[config.mk]
export PLATFORM = sky130hd
export DESIGN_NAME = pwr_clk_ctrl
export DESIGN_NICKNAME = d
export VERILOG_FILES = /design/src/rtl/pcc_pkg.sv /design/src/rtl/pcc_clk_div.sv /design/src/rtl/pcc_wait_timer.sv /design/src/rtl/pcc_fsm.sv /design/src/rtl/pwr_clk_ctrl.sv
export SDC_FILE = /design/constraint.sdc
export NUM_CORES = 1
export LEC_CHECK = 0
export CORE_ASPECT_RATIO = 0.5
export CORE_MARGIN = 4
export CORE_UTILIZATION = 40
export DETAILED_ROUTE_END_ITERATION = 12
export GPL_ROUTABILITY_DRIVEN = 0
export MAX_ROUTING_LAYER = met4
export SLEW_MARGIN = 25
export SYNTH_ARGS = -nofsm -noshare
export SYNTH_HDL_FRONTEND = slang
export SYNTH_HIERARCHICAL = 1
export SYNTH_SLANG_ARGS = --single-unit
[constraint.sdc]
create_clock -name clk_i -period 2.4 [get_ports clk_i]
set_clock_uncertainty 0.2 [all_clocks]
set_input_delay 0.36 -clock clk_i [delete_from_list [all_inputs] [get_ports clk_i]]
set_output_delay 0.36 -clock clk_i [all_outputs]
set_load 0.05 [all_outputs]
[src/rtl/pcc_pkg.sv]
package pcc_pkg;
  typedef enum logic [1:0] {
    PS_RUN  = 2'd0,
    PS_IDLE = 2'd1,
    PS_STOP = 2'd2,
    PS_WAIT = 2'd3
  } pcc_state_e;

  localparam logic [1:0] DIVC_SLOW = 2'b00;
  localparam logic [1:0] DIVC_MID  = 2'b01;
  localparam logic [1:0] DIVC_BAD  = 2'b10;
  localparam logic [1:0] DIVC_FAST = 2'b11;
endpackage

[src/rtl/pcc_clk_div.sv]
module pcc_clk_div #(
  parameter int DIV_SLOW = 64,
  parameter int DIV_MID  = 8,
  parameter int DIV_FAST = 4
) (
  input  logic       clk_i,
  input  logic       rst_ni,
  input  logic       en_i,
  input  logic       wr_i,
  input  logic [1:0] sel_i,
  output logic       ce_o
);
  import pcc_pkg::*;
  localparam int DIV_W = $clog2(DIV_SLOW);

  logic [1:0]       sel_q;
  logic [DIV_W-1:0] cnt_q;
  logic [DIV_W-1:0] top_v;
  logic             wr_ok;

  assign wr_ok = wr_i && (sel_i != DIVC_BAD);

  always_comb begin
    case (sel_q)
      DIVC_FAST: top_v = DIV_W'(DIV_FAST - 1);
      DIVC_MID:  top_v = DIV_W'(DIV_MID - 1);
      default:   top_v = DIV_W'(DIV_SLOW - 1);
    endcase
  end

  always_ff @(posedge clk_i or negedge rst_ni) begin
    if (!rst_ni) begin
      sel_q <= DIVC_SLOW;
    end else if (wr_ok) begin
      sel_q <= sel_i;
    end
  end

  always_ff @(posedge clk_i or negedge rst_ni) begin
    if (!rst_ni) begin
      cnt_q <= '0;
    end else if (!en_i || wr_ok || cnt_q == top_v) begin
      cnt_q <= '0;
    end else begin
      cnt_q <= cnt_q + 1'b1;
    end
  end

  assign ce_o = en_i && (cnt_q == top_v);

  // the enable is never high two cycles in a row
  a_r2_single_pulse: assert property (@(posedge clk_i) disable iff (!rst_ni)
    ce_o |=> !ce_o);
  // a write of the reserved code leaves the select unchanged
  a_r3_bad_code_ignored: assert property (@(posedge clk_i) disable iff (!rst_ni)
    (wr_i && sel_i == DIVC_BAD) |=> $stable(sel_q));
endmodule

[src/rtl/pcc_wait_timer.sv]
module pcc_wait_timer #(
  parameter int CNT_W   = 18,
  parameter int RST_LEN = 131072
) (
  input  logic             clk_i,
  input  logic             rst_ni,
  input  logic             load_i,
  input  logic [CNT_W-1:0] limit_i,
  input  logic             run_i,
  output logic             done_o
);
  logic [CNT_W-1:0] cnt_q;
  logic [CNT_W-1:0] lim_q;

  always_ff @(posedge clk_i or negedge rst_ni) begin
    if (!rst_ni) begin
      cnt_q <= '0;
      lim_q <= CNT_W'(RST_LEN);
    end else if (load_i) begin
      cnt_q <= '0;
      lim_q <= limit_i;
    end else if (run_i) begin
      cnt_q <= cnt_q + 1'b1;
    end
  end

  assign done_o = run_i && (cnt_q == lim_q - 1'b1);

  // the count never passes its limit while waiting
  a_r7_cnt_in_window: assert property (@(posedge clk_i) disable iff (!rst_ni)
    run_i |-> (cnt_q < lim_q));
endmodule

[src/rtl/pcc_fsm.sv]
module pcc_fsm (
  input  logic              clk_i,
  input  logic              rst_ni,
  input  logic              idle_req_i,
  input  logic              stop_req_i,
  input  logic              irq_i,
  input  logic              done_i,
  output pcc_pkg::pcc_state_e state_o,
  output logic              load_o
);
  import pcc_pkg::*;
  pcc_state_e st_q, st_d;

  always_comb begin
    st_d = st_q;
    unique case (st_q)
      PS_RUN: begin
        if (!irq_i) begin
          if (stop_req_i)      st_d = PS_STOP;
          else if (idle_req_i) st_d = PS_IDLE;
        end
      end
      PS_IDLE: if (irq_i)  st_d = PS_RUN;
      PS_STOP: if (irq_i)  st_d = PS_WAIT;
      PS_WAIT: if (done_i) st_d = PS_RUN;
      default: st_d = PS_WAIT;
    endcase
  end

  always_ff @(posedge clk_i or negedge rst_ni) begin
    if (!rst_ni) st_q <= PS_WAIT;
    else         st_q <= st_d;
  end

  assign state_o = st_q;
  assign load_o  = (st_q == PS_STOP) && irq_i;

  // idle ends on the cycle after an interrupt
  a_r5_idle_wake: assert property (@(posedge clk_i) disable iff (!rst_ni)
    (st_q == PS_IDLE && irq_i) |=> st_q == PS_RUN);
  // a pending interrupt keeps the block running
  a_r8_irq_holds_run: assert property (@(posedge clk_i) disable iff (!rst_ni)
    (st_q == PS_RUN && irq_i) |=> st_q == PS_RUN);
  // stop always goes through the wait
  a_r7_stop_to_wait: assert property (@(posedge clk_i) disable iff (!rst_ni)
    (st_q == PS_STOP && irq_i) |=> st_q == PS_WAIT);
  // the wait is not left before the timer finishes
  a_r1_wait_holds: assert property (@(posedge clk_i) disable iff (!rst_ni)
    (st_q == PS_WAIT && !done_i) |=> st_q == PS_WAIT);
endmodule

[src/rtl/pwr_clk_ctrl.sv]
module pwr_clk_ctrl #(
  parameter int RST_WAIT_LOG2     = 17,
  parameter int IRQ_WAIT_LOG2_MIN = 10,
  parameter int DIV_SLOW          = 64,
  parameter int DIV_MID           = 8,
  parameter int DIV_FAST          = 4
) (
  input  logic       clk_i,
  input  logic       rst_ni,
  input  logic       idle_req_i,
  input  logic       stop_req_i,
  input  logic       irq_pend_i,
  input  logic [1:0] wake_sel_i,
  input  logic       div_wr_i,
  input  logic [1:0] div_sel_i,
  output logic       cpu_ce_o,
  output logic       periph_ce_o,
  output logic       osc_run_o,
  output logic [1:0] pstate_o
);
  import pcc_pkg::*;
  localparam int NUM_WAKE = 4;
  localparam int MAX_LOG2 = (RST_WAIT_LOG2 > IRQ_WAIT_LOG2_MIN + NUM_WAKE - 1)
                          ? RST_WAIT_LOG2 : IRQ_WAIT_LOG2_MIN + NUM_WAKE - 1;
  localparam int CNT_W    = MAX_LOG2 + 1;

  pcc_state_e       state;
  logic             load, done;
  logic [CNT_W-1:0] lim_tbl [NUM_WAKE];

  for (genvar k = 0; k < NUM_WAKE; k++) begin : g_wake_lim
    assign lim_tbl[k] = CNT_W'(1) << (IRQ_WAIT_LOG2_MIN + k);
  end

  pcc_fsm u_fsm (
    .clk_i      (clk_i),
    .rst_ni     (rst_ni),
    .idle_req_i (idle_req_i),
    .stop_req_i (stop_req_i),
    .irq_i      (irq_pend_i),
    .done_i     (done),
    .state_o    (state),
    .load_o     (load)
  );

  pcc_wait_timer #(
    .CNT_W   (CNT_W),
    .RST_LEN (1 << RST_WAIT_LOG2)
  ) u_timer (
    .clk_i   (clk_i),
    .rst_ni  (rst_ni),
    .load_i  (load),
    .limit_i (lim_tbl[wake_sel_i]),
    .run_i   (state == PS_WAIT),
    .done_o  (done)
  );

  pcc_clk_div #(
    .DIV_SLOW (DIV_SLOW),
    .DIV_MID  (DIV_MID),
    .DIV_FAST (DIV_FAST)
  ) u_div (
    .clk_i  (clk_i),
    .rst_ni (rst_ni),
    .en_i   (state == PS_RUN),
    .wr_i   (div_wr_i),
    .sel_i  (div_sel_i),
    .ce_o   (cpu_ce_o)
  );

  assign osc_run_o   = (state != PS_STOP);
  assign periph_ce_o = (state != PS_STOP);
  assign pstate_o    = state;

  // the oscillator is off on the cycle after an accepted stop request
  a_r6_stop_kills_osc: assert property (@(posedge clk_i) disable iff (!rst_ni)
    (state == PS_RUN && stop_req_i && !irq_pend_i) |=> !osc_run_o);
  // no CPU pulse on the cycle after entering idle
  a_r4_idle_no_cpu: assert property (@(posedge clk_i) disable iff (!rst_ni)
    (state == PS_RUN && idle_req_i && !stop_req_i && !irq_pend_i) |=> (!cpu_ce_o && osc_run_o));
endmodule

* Word level (Yosys, flattened, before mapping)
Cells that the tools add are included.
Word-level totals: bits in registers 46, bits in latches 0, memory bits (writable) 0, bits in read-only memories 0, bits of input ports 10, logic and storage cells 48, memories kept 0
Cells by class: add/sub/neg operators 3, $mul 0, divide/modulo/power cells 0, order comparisons 1, equality and inequality tests 14, shift operators 0, multiplexer cells 14, bitwise gates (word level) 1, reductions and logical operators 10
Operators with widths (number):
- 18-bit 2-to-1 mux | 4
- 18-bit binary-select mux with 2-bit select | 1
- 18-bit by 1-bit adder with 18-bit output (second input constant) | 1
- 18-bit == test | 1
- 18-bit by 1-bit subtractor with 18-bit output (second input constant) | 1
- 2-bit 2-to-1 mux | 6
- 2-bit != test (second input constant) | 6
- 6-bit case mux with 2 select lines | 1
- 2-bit case mux with 4 select lines | 1
- 6-bit by 1-bit adder with 6-bit output (second input constant) | 1
- 2-bit == test (second input constant) | 3
- 6-bit == test | 1
- 6-bit 2-to-1 mux | 1
- 5-bit AND reduction | 1
- 2-bit by 1-bit == test with 1-bit output (second input constant) | 2
- 1-bit logical AND | 4
- 3-bit >= comparator (second input constant) | 1
- 3-bit != test (second input constant) | 1
- 2-bit inverter with 3-bit output | 1
- 2-bit zero test | 1
- 1-bit logical OR | 2
- 2-bit nonzero test | 1
- 1-bit zero test | 1

* Longest topological paths before layout
Gate-level depths: netlist (run 1).
word-level depth 5, depth in mapped cells 11, mapped depth without buffers 11

* Cells and area by module
The synthesis (run 1) kept the hierarchy.
By module, submodules not included:
- pcc_wait_timer | times used 1, cells an instance 234, area an instance 2245.9 µm²
- pcc_clk_div | times used 1, cells an instance 37, area an instance 417.9 µm²
- pcc_fsm | times used 1, cells an instance 12, area an instance 101.3 µm²
- pwr_clk_ctrl | times used 1, cells an instance 9, area an instance 53.8 µm²

* Least setup slack after synthesis (run 1)
Ideal clock, no wire load.
kind flip-flop to flip-flop, from register u_timer.lim_q[0], to register u_fsm.st_q[0] (netlist: u_fsm/state_o[0]), library setup time 0.081 ns, data arrival time 2.203 ns, required time 2.119 ns, slack -0.084 ns, stages on the path, launching flop included 12, period minus slack after synthesis 2.484 ns, path through dfrtp_1 > inv_1 > ha_1 > nor3b_2 > nand2_1 > nor4b_2 > a31oi_1 > a22o_1 > nor4_2 > nand3_1 > o21ai_0 > nor2_1
Between the ends: cells in the longest elaborated chain, start to end 5
Ends and longest elaborated chain:
- start: declaration | RTL line pcc_wait_timer.sv:13 | logic [CNT_W-1:0] lim_q;
- start signal: assignment | RTL line pcc_wait_timer.sv:18 | lim_q <= CNT_W'(RST_LEN);
- start signal: assignment | RTL line pcc_wait_timer.sv:21 | lim_q <= limit_i;
- 18-bit by 1-bit subtractor with 18-bit output | RTL line pcc_wait_timer.sv:27 | assign done_o = run_i && (cnt_q == lim_q - 1'b1);
- 18-bit == test | RTL line pcc_wait_timer.sv:27
- 1-bit logical AND | RTL line pcc_wait_timer.sv:27
- named net done | RTL line pwr_clk_ctrl.sv:28 | logic load, done;
- 2-bit != test (no line)
- 5-bit AND reduction (no line)
- end signal: assignment | RTL line pcc_fsm.sv:32 | else st_q <= st_d;
- end: declaration | RTL line pcc_fsm.sv:12 | pcc_state_e st_q, st_d;
The timed path passes the listed nets, and every way through them passes these cells. A chain may end at the register's enable or synchronous reset.

* Final worst setup path (run 1)
from register u_timer.lim_q[6], to register u_fsm.st_q[0] (netlist: u_fsm/state_o[0])
Same word-level chain as after synthesis.

==> impl_metrics.prom, run 1 <==
# TYPE chip_impl_metric gauge
chip_impl_metric{name="layout-area-overhead-vs-synth",unit="%"} 29.0
chip_impl_metric{name="synthesis.yosys.warnings",unit=""} 6
chip_impl_metric{name="vdd_ir_drop_max",unit="mV"} 0.396
chip_impl_metric{name="core-area",unit="mm²"} 0.00675
chip_impl_metric{name="drt-total-wl",unit="mm"} 6.28
chip_impl_metric{name="grt_first_pass_wirelength",unit="mm"} 10.8
chip_impl_metric{name="hpwl",unit="mm"} 4.64
chip_impl_info{name="worstHoldStart",value="u_div/cnt_q[0]"} 1
chip_impl_metric{name="cp.buffers_inverters",unit=""} 4
chip_impl_info{name="root_buffer",value="sky130_fd_sc_hd__clkbuf_16"} 1
chip_impl_metric{name="grt.overflow.total",unit=""} 0
chip_impl_info{name="worstReg2RegStart",value="u_timer/lim_q[6]"} 1
chip_impl_metric{name="core.rowCount",unit=""} 21
chip_impl_info{name="synth_most_common_cell",value="sky130_fd_sc_hd__dfrtp_1"} 1
chip_impl_metric{name="finalHoldViolCount",unit=""} 0
chip_impl_metric{name="floorplan.io_pins",unit=""} 15
chip_impl_metric{name="clock_tree.htree_level_count",unit=""} 2
chip_impl_metric{name="clkTransAtPathRegs",unit="ns"} 0.06
chip_impl_metric{name="detailedRoute.firstIterationViolations",unit=""} 120
chip_impl_metric{name="maxSlewHeadroom",unit="%"} 61.7
chip_impl_metric{name="hold_ws",unit="ns"} 0.277
chip_impl_info{name="start_kind",value="flop"} 1
chip_impl_metric{name="n_antenna_cell",unit=""} 0
chip_impl_metric{name="placement.io_buffers",unit=""} 14
chip_impl_metric{name="share_of_total_power_in_sequential_cells",unit="%"} 34.1
chip_impl_metric{name="route.vias.total",unit=""} 2317
chip_impl_metric{name="static-leakage-power",unit="nW"} 1.53
chip_impl_metric{name="grt_start_max_net_pins",unit=""} 40
chip_impl_metric{name="start_util",unit="%"} 41.7
chip_impl_metric{name="first_global_vias",unit=""} 2288
chip_impl_metric{name="reg2reg_setup_slack",unit="ns"} -0.12
chip_impl_metric{name="slew_viol_final",unit=""} 0
chip_impl_metric{name="min_delay_path_depth",unit=""} 1
chip_impl_metric{name="cts_max_path_buffers",unit=""} 2
chip_impl_metric{name="r2r_cells",unit=""} 13
chip_impl_metric{name="wire_per_inst",unit="µm"} 14.0
chip_impl_metric{name="fillerInstances",unit=""} 610
chip_impl_info{name="yosys.area.top_type",value="sky130_fd_sc_hd__dfrtp_1"} 1
chip_impl_info{name="critPathKind",value="flop to flop"} 1
chip_impl_info{name="crit_path_cell_trace",value="nor4_4 -> nand2_2 -> buf_4 -> buf_4 -> buf_4 -> nor2_4 -> a31oi_1 -> a22o_1 -> nor4_4 -> buf_4 -> nand3_2 -> o21ai_1 -> nor2_1"} 1
chip_impl_metric{name="endpoint_arrival_time_on_the_critical_path",unit="ns"} 2.53
chip_impl_metric{name="critical_path_required",unit="ns"} 2.40
chip_impl_metric{name="switching_part_of_the_total_power",unit="%"} 38.0
chip_impl_info{name="end_of_the_worst_register_to_register_path",value="u_fsm/state_o[0]"} 1
chip_impl_metric{name="max_incr_delay_on_cp",unit="ns"} 0.45
chip_impl_metric{name="count_of_max_cap_constraint_violations",unit=""} 0
chip_impl_info{name="failed_checks",value="negative setup slack"} 1
chip_impl_info{name="cp_top_family",value="simple AND/OR/NAND/NOR gates"} 1
chip_impl_metric{name="synth-async-reset-ratio",unit="%"} 100
chip_impl_metric{name="worst_tran_pin_value",unit="ns"} 0.575
chip_impl_metric{name="worst_slack",unit="ns"} -0.124
chip_impl_metric{name="antenna_found_initial",unit=""} 0
chip_impl_info{name="tritoncts",value="done"} 1
chip_impl_metric{name="worstSkewPairLatency",unit="ns"} 0.28
chip_impl_metric{name="die-width",unit="µm"} 127
chip_impl_metric{name="max_freq",unit="MHz"} 396
chip_impl_metric{name="postSynthRegisterBits",unit=""} 46
chip_impl_info{name="cp-end-kind",value="flop"} 1
chip_impl_metric{name="register_area",unit="mm²"} 0.00116
chip_impl_metric{name="drc",unit=""} 0
chip_impl_metric{name="comb_power_share",unit="%"} 47.0
chip_impl_metric{name="synth_cells",unit=""} 292
chip_impl_metric{name="final_setup_tns",unit="ns"} -0.230
chip_impl_metric{name="multi_input_comb_area",unit="mm²"} 0.00170
chip_impl_metric{name="synth.cell_area",unit="mm²"} 0.00282
chip_impl_metric{name="preCtsSetupSlack",unit="ns"} -0.256
chip_impl_info{name="ys.flop_type",value="sky130_fd_sc_hd__dfrtp_1"} 1
chip_impl_info{name="synthTopCellsByArea",value="sky130_fd_sc_hd__dfrtp_1 (38%), sky130_fd_sc_hd__xnor2_1 (6.2%), sky130_fd_sc_hd__mux2_2 (6.0%)"} 1
chip_impl_metric{name="global_route.usage.total",unit="%"} 16.2
chip_impl_info{name="critical_path.slowest_cell",value="sky130_fd_sc_hd__dfrtp_2"} 1
chip_impl_metric{name="synth_edf_count",unit=""} 0
chip_impl_metric{name="synth_top_area_share",unit="%"} 38.2
chip_impl_metric{name="power_switching",unit="mW"} 1.39
chip_impl_metric{name="drive_above_1_share",unit="%"} 28.2
chip_impl_info{name="synth_top_cells_by_count",value="sky130_fd_sc_hd__dfrtp_1 (43), sky130_fd_sc_hd__nor2_1 (31), sky130_fd_sc_hd__xnor2_1 (20), sky130_fd_sc_hd__nand2_1 (18), sky130_fd_sc_hd__xor2_1 (18)"} 1
chip_impl_metric{name="cts_inserted_buffers",unit=""} 5
chip_impl_info{name="holdPathEnd",value="u_div/cnt_q[0]"} 1
chip_impl_metric{name="die_area",unit="mm²"} 0.00854
chip_impl_metric{name="period_minus_ws_final",unit="ns"} 2.52
chip_impl_metric{name="nets",unit=""} 370
chip_impl_metric{name="synth.yosys.seq_area_share",unit="%"} 41.0
chip_impl_metric{name="internal-power",unit="mW"} 2.28
chip_impl_metric{name="crit_path_max_fanout",unit=""} 4
chip_impl_metric{name="ant_nets",unit=""} 0
chip_impl_info{name="hold_path_class",value="flop to flop"} 1
chip_impl_metric{name="drt_first_pass_iters",unit=""} 4
chip_impl_info{name="critPathMostFrequentCell",value="sky130_fd_sc_hd__buf_4"} 1
chip_impl_metric{name="numClockSinks",unit=""} 46
chip_impl_info{name="outcome",value="finished with violations"} 1
chip_impl_metric{name="post_synth.cell_area_avg",unit="µm²"} 9.65
chip_impl_metric{name="timing.final.crit_share",unit="%"} 105
chip_impl_metric{name="clock_power_share",unit="%"} 18.8
chip_impl_metric{name="setup_viol",unit=""} 2
chip_impl_metric{name="chipHeight",unit="µm"} 67.4
chip_impl_info{name="rsz0062_at_grt",value="yes"} 1
chip_impl_metric{name="detail_route.vias_per_cell",unit=""} 5.15
chip_impl_metric{name="yosysUniqueCellTypes",unit=""} 61
chip_impl_metric{name="cellPowerDensity",unit="mW/mm²"} 1010
## power groups by stage
stage / clock network [mW] / logic [mW] / registers (mW)
final: 0.691 / 1.73 / 1.25
after detailed placement: 0 / 1.59 / 1.26
after floorplan: 0 / 1.05 / 1.25
after global routing: 0.750 / 1.89 / 1.28
after global placement: 0 / 1.55 / 1.24
after CTS: 0.717 / 1.66 / 1.25
## worst reg2reg max path, cell delays in order (launching register included)
cell                      delay, ns
sky130_fd_sc_hd__dfrtp_2       0.45
sky130_fd_sc_hd__nor4_4        0.31
sky130_fd_sc_hd__nand2_2       0.08
sky130_fd_sc_hd__buf_4         0.14
sky130_fd_sc_hd__buf_4         0.12
sky130_fd_sc_hd__buf_4         0.15
sky130_fd_sc_hd__nor2_4        0.11
sky130_fd_sc_hd__a31oi_1       0.09
sky130_fd_sc_hd__a22o_1        0.22
sky130_fd_sc_hd__nor4_4        0.24
sky130_fd_sc_hd__buf_4         0.16
sky130_fd_sc_hd__nand3_2       0.05
sky130_fd_sc_hd__o21ai_1       0.07
sky130_fd_sc_hd__nor2_1        0.05
## metal layers
layer	track usage, %	wire [µm]	part of all wire, %	vias up
li1	-	-	-	1150
met4	4.81	78	1.2	0
met3	3.32	254	4.0	8
met5	-	0	0	-
met1	21.3	3040	48	1111
met2	25.6	2900	46	48
## how the worst max path moves through the flow
stage,slack [ns],cells past startpoint,to,from
finish,-0.12,13,u_fsm/state_o[0],u_timer/lim_q[6]
global route,-0.29,12,u_fsm/state_o[0],u_timer/lim_q[0]
CTS,-0.14,10,u_fsm/state_o[0],u_timer/lim_q[1]
detailed placement,-0.26,12,u_fsm/state_o[0],u_timer/lim_q[0]
global placement,-0.16,12,u_fsm/state_o[0],u_timer/lim_q[0]
floorplan,0.009,7,u_timer/cnt_q[17],u_fsm/state_o[1]
## registers in the layout, indices dropped and copies added, names as in the netlist
name           count
u_timer/cnt_q     18
u_div/sel_q        2
u_fsm/state_o      2
u_timer/lim_q     18
u_div/cnt_q        6
## metrics by stage
step	total power [mW]	cells	cell area [µm²]	utilization, %
after global placement	2.79	433	3350	49.7
after CTS	3.63	447	3570	52.9
after global routing	3.93	450	3640	53.8
final	3.67	450	3640	53.8
after floorplan	2.30	305	2890	-
after detailed placement	2.85	433	3350	49.7
## timing repair
action                                  CTS  global route
pin swaps                                10            10
resized for setup                         7            10
hold buffers                              1             0
buffers inserted                          5             3
endpoints found under the setup margin    2             2
hold endpoints to repair                 20             0
gates cloned                              0             0
## cell type report
class	instances	share of cell area (%)
Multi-Input combinational cell	236	46.7
Sequential cell	46	31.8
Timing Repair Buffer	57	13.1
Clock buffer	8	4.03
Tap cell	92	3.17
Inverter	11	1.14
## placed cells by master (no fill, tap or decap), types with 5 or more instances in the layout
cell                              count
sky130_fd_sc_hd__buf_4               43
sky130_fd_sc_hd__dfrtp_1             42
sky130_fd_sc_hd__nor2_1              30
sky130_fd_sc_hd__xnor2_1             20
sky130_fd_sc_hd__xor2_1              18
sky130_fd_sc_hd__nand2_1             17
sky130_fd_sc_hd__mux2_2              15
sky130_fd_sc_hd__conb_1              14
sky130_fd_sc_hd__o21ai_0             12
sky130_fd_sc_hd__clkdlybuf4s50_1     10
sky130_fd_sc_hd__a21oi_1             10
sky130_fd_sc_hd__nand4_1             10
sky130_fd_sc_hd__inv_1                9
sky130_fd_sc_hd__nand3_1              9
sky130_fd_sc_hd__nor3_1               7
sky130_fd_sc_hd__clkbuf_16            5
## cell families after synthesis
logic type / Yosys count / synth area share, %
muxes: 17 / 6.70
AOI/OAI and AO/OA: 47 / 11.2
DFF: 46 / 41.0
buffers and inverters: 23 / 3.73
and+or+nand+nor: 117 / 24.1
adders and majority gates: 3 / 1.33
other: 1 / 0.133
xor gates and xnor gates: 38 / 11.8
(Power assumes the default switching activity.)
==> run 2, diff against run 1 <==
--- a/config.mk
+++ b/config.mk
@@ -7,10 +7,12 @@
 export LEC_CHECK = 0
 export CORE_ASPECT_RATIO = 0.5
 export CORE_MARGIN = 4
-export CORE_UTILIZATION = 40
+export CORE_UTILIZATION = 55
 export DETAILED_ROUTE_END_ITERATION = 12
 export GPL_ROUTABILITY_DRIVEN = 0
 export MAX_ROUTING_LAYER = met4
+export PLACE_DENSITY = 0.77
+export SETUP_SLACK_MARGIN = 0.1
 export SLEW_MARGIN = 25
 export SYNTH_ARGS = -nofsm -noshare
 export SYNTH_HDL_FRONTEND = slang
==> run 2 against run 1 <==
Net effect:
- the flow still finishes with violations (negative setup slack)
- non-clock buffer count decreased by 11
- setup slack got worse by 0.017 ns
- critical path depth decreased by 4
- cell count decreased by 7.6%
- utilization increased by 17 points
- hold slack got worse by 0.0027 ns
- largest cell class unchanged
- register-to-register slack got worse by 0.02 ns
==> impl_metrics.prom, run 2 (synthesis gave the netlist of run 1 again) <==
# TYPE chip_impl_metric gauge
chip_impl_metric{name="route.vias.total",unit=""} 2304
chip_impl_metric{name="grt.overflow.total",unit=""} 0
chip_impl_metric{name="nets",unit=""} 359
chip_impl_metric{name="slew_viol_final",unit=""} 0
chip_impl_metric{name="crit_path_max_fanout",unit=""} 3
chip_impl_metric{name="clkTransAtPathRegs",unit="ns"} 0.08
chip_impl_metric{name="max_freq",unit="MHz"} 394
chip_impl_metric{name="first_global_vias",unit=""} 2182
chip_impl_metric{name="drt-total-wl",unit="mm"} 5.95
chip_impl_metric{name="hpwl",unit="mm"} 4.45
chip_impl_info{name="hold_path_class",value="flop to flop"} 1
chip_impl_info{name="cp_top_family",value="simple AND/OR/NAND/NOR gates"} 1
chip_impl_metric{name="timing.final.crit_share",unit="%"} 106
chip_impl_metric{name="floorplan.io_pins",unit=""} 15
chip_impl_metric{name="detailedRoute.firstIterationViolations",unit=""} 159
chip_impl_info{name="rsz0062_at_grt",value="yes"} 1
chip_impl_metric{name="die-width",unit="µm"} 109
chip_impl_info{name="crit_path_cell_trace",value="nor4_4 -> nand2_2 -> or4_4 -> a31oi_4 -> o221ai_2 -> nor4_4 -> nand3_1 -> o21ai_1 -> nor2_1"} 1
chip_impl_metric{name="setup_viol",unit=""} 2
chip_impl_info{name="cp-end-kind",value="flop"} 1
chip_impl_info{name="final_cell_mix",value="sky130_fd_sc_hd__dfrtp_1 (43), sky130_fd_sc_hd__buf_4 (32), sky130_fd_sc_hd__nor2_1 (30)"} 1
chip_impl_metric{name="worstSkewPairLatency",unit="ns"} 0.30
chip_impl_metric{name="critical_path_required",unit="ns"} 2.42
chip_impl_metric{name="dpl_cell_area",unit="mm²"} 0.00328
chip_impl_metric{name="n_antenna_cell",unit=""} 0
chip_impl_metric{name="placement.io_buffers",unit=""} 14
chip_impl_metric{name="layout-area-overhead-vs-synth",unit="%"} 23.4
chip_impl_metric{name="drt_first_pass_iters",unit=""} 4
chip_impl_metric{name="stdcell_area",unit="mm²"} 0.00348
chip_impl_metric{name="count_of_max_cap_constraint_violations",unit=""} 0
chip_impl_info{name="critical_path.slowest_cell",value="sky130_fd_sc_hd__or4_4"} 1
chip_impl_metric{name="fillerInstances",unit=""} 360
chip_impl_metric{name="hold_ws",unit="ns"} 0.274
chip_impl_metric{name="core-area",unit="mm²"} 0.00493
chip_impl_info{name="final_common_cell",value="sky130_fd_sc_hd__dfrtp_1"} 1
chip_impl_metric{name="ant_nets",unit=""} 0
chip_impl_metric{name="start_util",unit="%"} 57.2
chip_impl_metric{name="global_route.usage.total",unit="%"} 20.7
chip_impl_metric{name="final_setup_tns",unit="ns"} -0.242
chip_impl_info{name="start_kind",value="flop"} 1
chip_impl_info{name="tritoncts",value="done"} 1
chip_impl_metric{name="drc",unit=""} 0
chip_impl_metric{name="drive_above_1_share",unit="%"} 26.6
chip_impl_info{name="critPathKind",value="flop to flop"} 1
chip_impl_metric{name="grt_first_pass_wirelength",unit="mm"} 10.1
chip_impl_metric{name="max_incr_delay_on_cp",unit="ns"} 0.50
chip_impl_metric{name="die_area",unit="mm²"} 0.00640
chip_impl_metric{name="maxSlewHeadroom",unit="%"} 64.0
chip_impl_info{name="critPathMostFrequentCell",value="sky130_fd_sc_hd__nor4_4"} 1
chip_impl_metric{name="worst_tran_pin_value",unit="ns"} 0.536
chip_impl_metric{name="vdd_ir_drop_max",unit="mV"} 0.387
chip_impl_metric{name="chipHeight",unit="µm"} 58.6
chip_impl_metric{name="worst_slack",unit="ns"} -0.141
chip_impl_info{name="root_buffer",value="sky130_fd_sc_hd__clkbuf_8"} 1
chip_impl_metric{name="preCtsSetupSlack",unit="ns"} -0.177
chip_impl_metric{name="place.detailed.instances",unit=""} 403
chip_impl_metric{name="antenna_found_initial",unit=""} 0
chip_impl_info{name="top_regs",value="u_timer/cnt_q: 18 flops, u_timer/lim_q: 18 flops, u_div/cnt_q: 6 flops"} 1
chip_impl_metric{name="fin_cells",unit=""} 416
chip_impl_metric{name="cts_max_path_buffers",unit=""} 2
chip_impl_metric{name="static-leakage-power",unit="nW"} 1.47
chip_impl_metric{name="finalCoreUtilization",unit="%"} 70.5
chip_impl_info{name="outcome",value="finished with violations"} 1
chip_impl_metric{name="finalHoldViolCount",unit=""} 0
chip_impl_metric{name="detail_route.vias_per_cell",unit=""} 5.54
chip_impl_metric{name="clock_tree.htree_level_count",unit=""} 2
chip_impl_metric{name="period_minus_ws_final",unit="ns"} 2.54
chip_impl_metric{name="finalPower",unit="mW"} 3.36
chip_impl_metric{name="grt_start_max_net_pins",unit=""} 40
chip_impl_metric{name="numClockSinks",unit=""} 46
chip_impl_metric{name="wire_per_inst",unit="µm"} 14.3
chip_impl_metric{name="endpoint_arrival_time_on_the_critical_path",unit="ns"} 2.56
chip_impl_metric{name="cts_inserted_buffers",unit=""} 5
chip_impl_metric{name="core.rowCount",unit=""} 18
chip_impl_info{name="failed_checks",value="negative setup slack"} 1
chip_impl_metric{name="cp.buffers_inverters",unit=""} 0
chip_impl_metric{name="cellPowerDensity",unit="mW/mm²"} 965
[run 2: worst paths after layout]
path | start | end | slack (ns) | depth (start not counted)
setup / recovery | u_timer/lim_q[1] | u_fsm/state_o[0] | -0.14 | 9
hold / removal | u_div/cnt_q[0] | u_div/cnt_q[0] | 0.27 | 1
setup reg to reg | u_timer/lim_q[1] | u_fsm/state_o[0] | -0.14 | 9
hold reg to reg | u_div/cnt_q[0] | u_div/cnt_q[0] | 0.27 | 1
max in group asynchronous | rst_ni | u_timer/lim_q[17] | 1.35 | 3
min in group asynchronous | rst_ni | u_div/sel_q[1] | 0.37 | 3
[run 2: worst reg2reg max path: cells and delay by family (launching register included)]
family             cells  cell delay [ns]
AOI/OAI and AO/OA      3             0.36
DFF                    1             0.43
and+or+nand+nor        6             1.48
[run 2: routing by layer]
layer  part of all wire, %  global-route usage [%]  vias to the layer above
li1                      -                       -                     1124
met1                    46                    26.5                     1127
met2                    49                    34.3                       49
met3                   4.3                    4.16                        4
met4                  0.61                    5.51                        0
met5                     0                       -                        -
[run 2: cell type report]
class | instances | area, µm² | area share, %
Clock buffer | 5 | 68.8 | 1.98
Clock inverter | 2 | 10.0 | 0.288
Inverter | 11 | 41.3 | 1.19
Multi-Input combinational cell | 236 | 1720 | 49.3
Sequential cell | 46 | 1160 | 33.4
Tap cell | 70 | 87.6 | 2.52
Timing Repair Buffer | 46 | 393 | 11.3
[run 2: what timing repair did]
item	4_1_cts	5_1_grt
hold buffers	1	0
setup endpoints to repair	4	4
pin swaps	9	11
resized for setup	9	9
cloned	0	0
buffers inserted	2	3
hold endpoints to repair	43	0
[run 2: power breakdown]
part	leakage, nW	internal [mW]	switching, mW	total [mW]
Clock	0.0438	0.196	0.245	0.441
Combinational	0.849	0.810	0.842	1.65
Sequential	0.577	0.999	0.264	1.26
==> run 3, diff against run 2 <==
--- a/config.mk
+++ b/config.mk
@@ -11,7 +11,7 @@
 export DETAILED_ROUTE_END_ITERATION = 12
 export GPL_ROUTABILITY_DRIVEN = 0
 export MAX_ROUTING_LAYER = met4
-export PLACE_DENSITY = 0.77
+export PLACE_DENSITY = 0.74
 export SETUP_SLACK_MARGIN = 0.1
 export SLEW_MARGIN = 25
 export SYNTH_ARGS = -nofsm -noshare
==> constraint.sdc (replaced) <==
create_clock -name clk_i -period 2.8 [get_ports clk_i]
set_clock_uncertainty 0.2 [all_clocks]
set_input_delay 0.42 -clock clk_i [delete_from_list [all_inputs] [get_ports clk_i]]
set_output_delay 0.42 -clock clk_i [all_outputs]
set_load 0.05 [all_outputs]
==> run 3 against run 2 <==
Net effect:
- the flow now finishes without violations
- clock-buffer cell count is 1 higher
- global-route usage increased by 0.24 points
- cell count shrank 3.1%
- critical path type unchanged
==> impl_metrics.prom, run 3 (synthesis gave the netlist of run 1 again) <==
# TYPE chip_impl_metric gauge
chip_impl_metric{name="fin_cells",unit=""} 403
chip_impl_metric{name="fillerInstances",unit=""} 365
chip_impl_metric{name="drt-total-wl",unit="mm"} 5.96
chip_impl_metric{name="n_antenna_cell",unit=""} 0
chip_impl_metric{name="grt.overflow.total",unit=""} 0
chip_impl_metric{name="hpwl",unit="mm"} 4.28
chip_impl_metric{name="layout-area-overhead-vs-synth",unit="%"} 20.5
chip_impl_metric{name="first_global_vias",unit=""} 2138
chip_impl_metric{name="die-width",unit="µm"} 109
chip_impl_metric{name="final_setup_tns",unit="ns"} 0
chip_impl_info{name="worstHoldStart",value="u_div/cnt_q[0]"} 1
chip_impl_metric{name="detailedRoute.firstIterationViolations",unit=""} 189
chip_impl_metric{name="static-leakage-power",unit="nW"} 1.41
chip_impl_metric{name="crit_path_max_fanout",unit=""} 6
chip_impl_metric{name="global_route.usage.total",unit="%"} 21.0
chip_impl_info{name="final_common_cell",value="sky130_fd_sc_hd__dfrtp_1"} 1
chip_impl_metric{name="max_incr_delay_on_cp",unit="ns"} 0.53
chip_impl_metric{name="worst_tran_pin_value",unit="ns"} 0.573
chip_impl_metric{name="maxSlewHeadroom",unit="%"} 61.8
chip_impl_info{name="cp_top_family",value="simple AND/OR/NAND/NOR gates"} 1
chip_impl_metric{name="numClockSinks",unit=""} 46
chip_impl_info{name="cp-end-kind",value="flop"} 1
chip_impl_metric{name="antenna_found_initial",unit=""} 0
chip_impl_metric{name="chipHeight",unit="µm"} 58.6
chip_impl_metric{name="r2r_cells",unit=""} 9
chip_impl_info{name="critPathKind",value="flop to flop"} 1
chip_impl_metric{name="count_of_max_cap_constraint_violations",unit=""} 0
chip_impl_info{name="top_regs",value="u_timer/cnt_q: 18 flops, u_timer/lim_q: 18 flops, u_div/cnt_q: 6 flops"} 1
chip_impl_metric{name="finalCoreUtilization",unit="%"} 68.8
chip_impl_info{name="worstReg2RegStart",value="u_timer/lim_q[0]"} 1
chip_impl_metric{name="placement.io_buffers",unit=""} 14
chip_impl_metric{name="cellPowerDensity",unit="mW/mm²"} 887
chip_impl_metric{name="nets",unit=""} 345
chip_impl_metric{name="timing.final.crit_share",unit="%"} 93.2
chip_impl_info{name="critical_path.slowest_cell",value="sky130_fd_sc_hd__or4_4"} 1
chip_impl_metric{name="cp.buffers_inverters",unit=""} 0
chip_impl_metric{name="floorplan.io_pins",unit=""} 15
chip_impl_metric{name="route.vias.total",unit=""} 2257
chip_impl_info{name="critPathMostFrequentCell",value="sky130_fd_sc_hd__nor4_4"} 1
chip_impl_metric{name="reg2reg_setup_slack",unit="ns"} 0.19
chip_impl_info{name="rsz0062_at_grt",value="no"} 1
chip_impl_metric{name="drive_above_1_share",unit="%"} 22.8
chip_impl_metric{name="clock_tree.htree_level_count",unit=""} 2
chip_impl_metric{name="max_freq",unit="MHz"} 383
chip_impl_metric{name="grt_first_pass_wirelength",unit="mm"} 10.1
chip_impl_metric{name="detail_route.vias_per_cell",unit=""} 5.60
chip_impl_metric{name="worstSkewPairLatency",unit="ns"} 0.30
chip_impl_metric{name="min_delay_path_depth",unit=""} 1
chip_impl_metric{name="setup_viol",unit=""} 0
chip_impl_info{name="crit_path_cell_trace",value="nor4_4 -> nand2_2 -> or4_4 -> a31oi_2 -> o221ai_2 -> nor4_4 -> nand3_1 -> o21ai_1 -> nor2_1"} 1
chip_impl_info{name="final_cell_mix",value="sky130_fd_sc_hd__dfrtp_1 (40), sky130_fd_sc_hd__nor2_1 (31), sky130_fd_sc_hd__xnor2_1 (20)"} 1
chip_impl_metric{name="vdd_ir_drop_max",unit="mV"} 0.536
chip_impl_metric{name="grt_start_max_net_pins",unit=""} 40
chip_impl_metric{name="drc",unit=""} 0
chip_impl_info{name="outcome",value="complete, no violations"} 1
chip_impl_metric{name="ant_nets",unit=""} 0
chip_impl_metric{name="clkTransAtPathRegs",unit="ns"} 0.09
chip_impl_metric{name="endpoint_arrival_time_on_the_critical_path",unit="ns"} 2.64
chip_impl_metric{name="drt_first_pass_iters",unit=""} 4
chip_impl_metric{name="core-area",unit="mm²"} 0.00493
chip_impl_metric{name="finalHoldViolCount",unit=""} 0
chip_impl_info{name="start_kind",value="flop"} 1
chip_impl_metric{name="start_util",unit="%"} 57.2
chip_impl_metric{name="place.detailed.instances",unit=""} 387
chip_impl_metric{name="core.rowCount",unit=""} 18
chip_impl_metric{name="cts_max_path_buffers",unit=""} 2
chip_impl_info{name="hold_path_class",value="flop to flop"} 1
chip_impl_metric{name="stdcell_area",unit="mm²"} 0.00340
chip_impl_metric{name="critical_path_required",unit="ns"} 2.83
chip_impl_metric{name="period_minus_ws_final",unit="ns"} 2.61
chip_impl_metric{name="die_area",unit="mm²"} 0.00640
chip_impl_info{name="end_of_the_worst_register_to_register_path",value="u_fsm/state_o[0]"} 1
chip_impl_metric{name="wire_per_inst",unit="µm"} 14.8
chip_impl_metric{name="dpl_cell_area",unit="mm²"} 0.00310
chip_impl_info{name="holdPathEnd",value="u_div/cnt_q[0]"} 1
chip_impl_info{name="tritoncts",value="done"} 1
chip_impl_metric{name="slew_viol_final",unit=""} 0
chip_impl_metric{name="cts_inserted_buffers",unit=""} 5
chip_impl_info{name="root_buffer",value="sky130_fd_sc_hd__clkbuf_8"} 1
[run 3: metal layers]
layer / track usage (%) / wire length [µm]
met1: 28.1 / 2700
met2: 34.0 / 2900
met3: 4.60 / 319
met4: 3.02 / 39
met5: - / 0
[run 3: cell type report]
type	instances	area [µm²]	area share [%]
clock inverters	2	60.1	1.77
well taps	70	87.6	2.58
clock buffers	6	82.6	2.43
inverters	11	41.3	1.22
repair buffers	32	270	7.96
flip-flops and latches	46	1160	34.1
multi-input cells	236	1700	49.9
[run 3: timing repair]
action                     CTS  global route
resized for setup            2            17
setup endpoints to repair    1             2
hold buffers                 1             0
pin swaps                    0             8
buffers inserted             0             7
hold endpoints to repair    22             0
[run 3: worst max-delay path by stage]
stage	startpoint	end	slack, ns	cells past startpoint
after floorplan	u_timer/lim_q[0]	u_fsm/state_o[0]	0.32	11
after global placement	u_timer/lim_q[0]	u_fsm/state_o[0]	0.21	11
after detailed placement	u_timer/lim_q[0]	u_fsm/state_o[0]	0.05	11
after CTS	u_timer/lim_q[0]	u_fsm/state_o[0]	0.11	11
after global routing	u_timer/lim_q[1]	u_fsm/state_o[0]	0.08	11
final	u_timer/lim_q[0]	u_fsm/state_o[0]	0.19	9
[run 3: power by group]
| part | leakage [nW] | switching, mW | internal, mW |
|---|---|---|---|
| Combinational | 0.768 | 0.644 | 0.610 |
| Sequential | 0.574 | 0.298 | 0.858 |
| Clock | 0.0714 | 0.219 | 0.381 |
| Total | 1.41 | 1.16 | 1.85 |
[run 3: through the flow]
step | power, mW | setup WS (ns) | hold slack, ns
after floorplan | 1.94 | 0.316 | -0.0756
after CTS | 2.86 | 0.106 | 0.289
after detailed placement | 2.23 | 0.0510 | 0.256
final | 3.01 | 0.190 | 0.280
after global routing | 3.23 | 0.0759 | 0.316
after global placement | 2.17 | 0.210 | 0.244
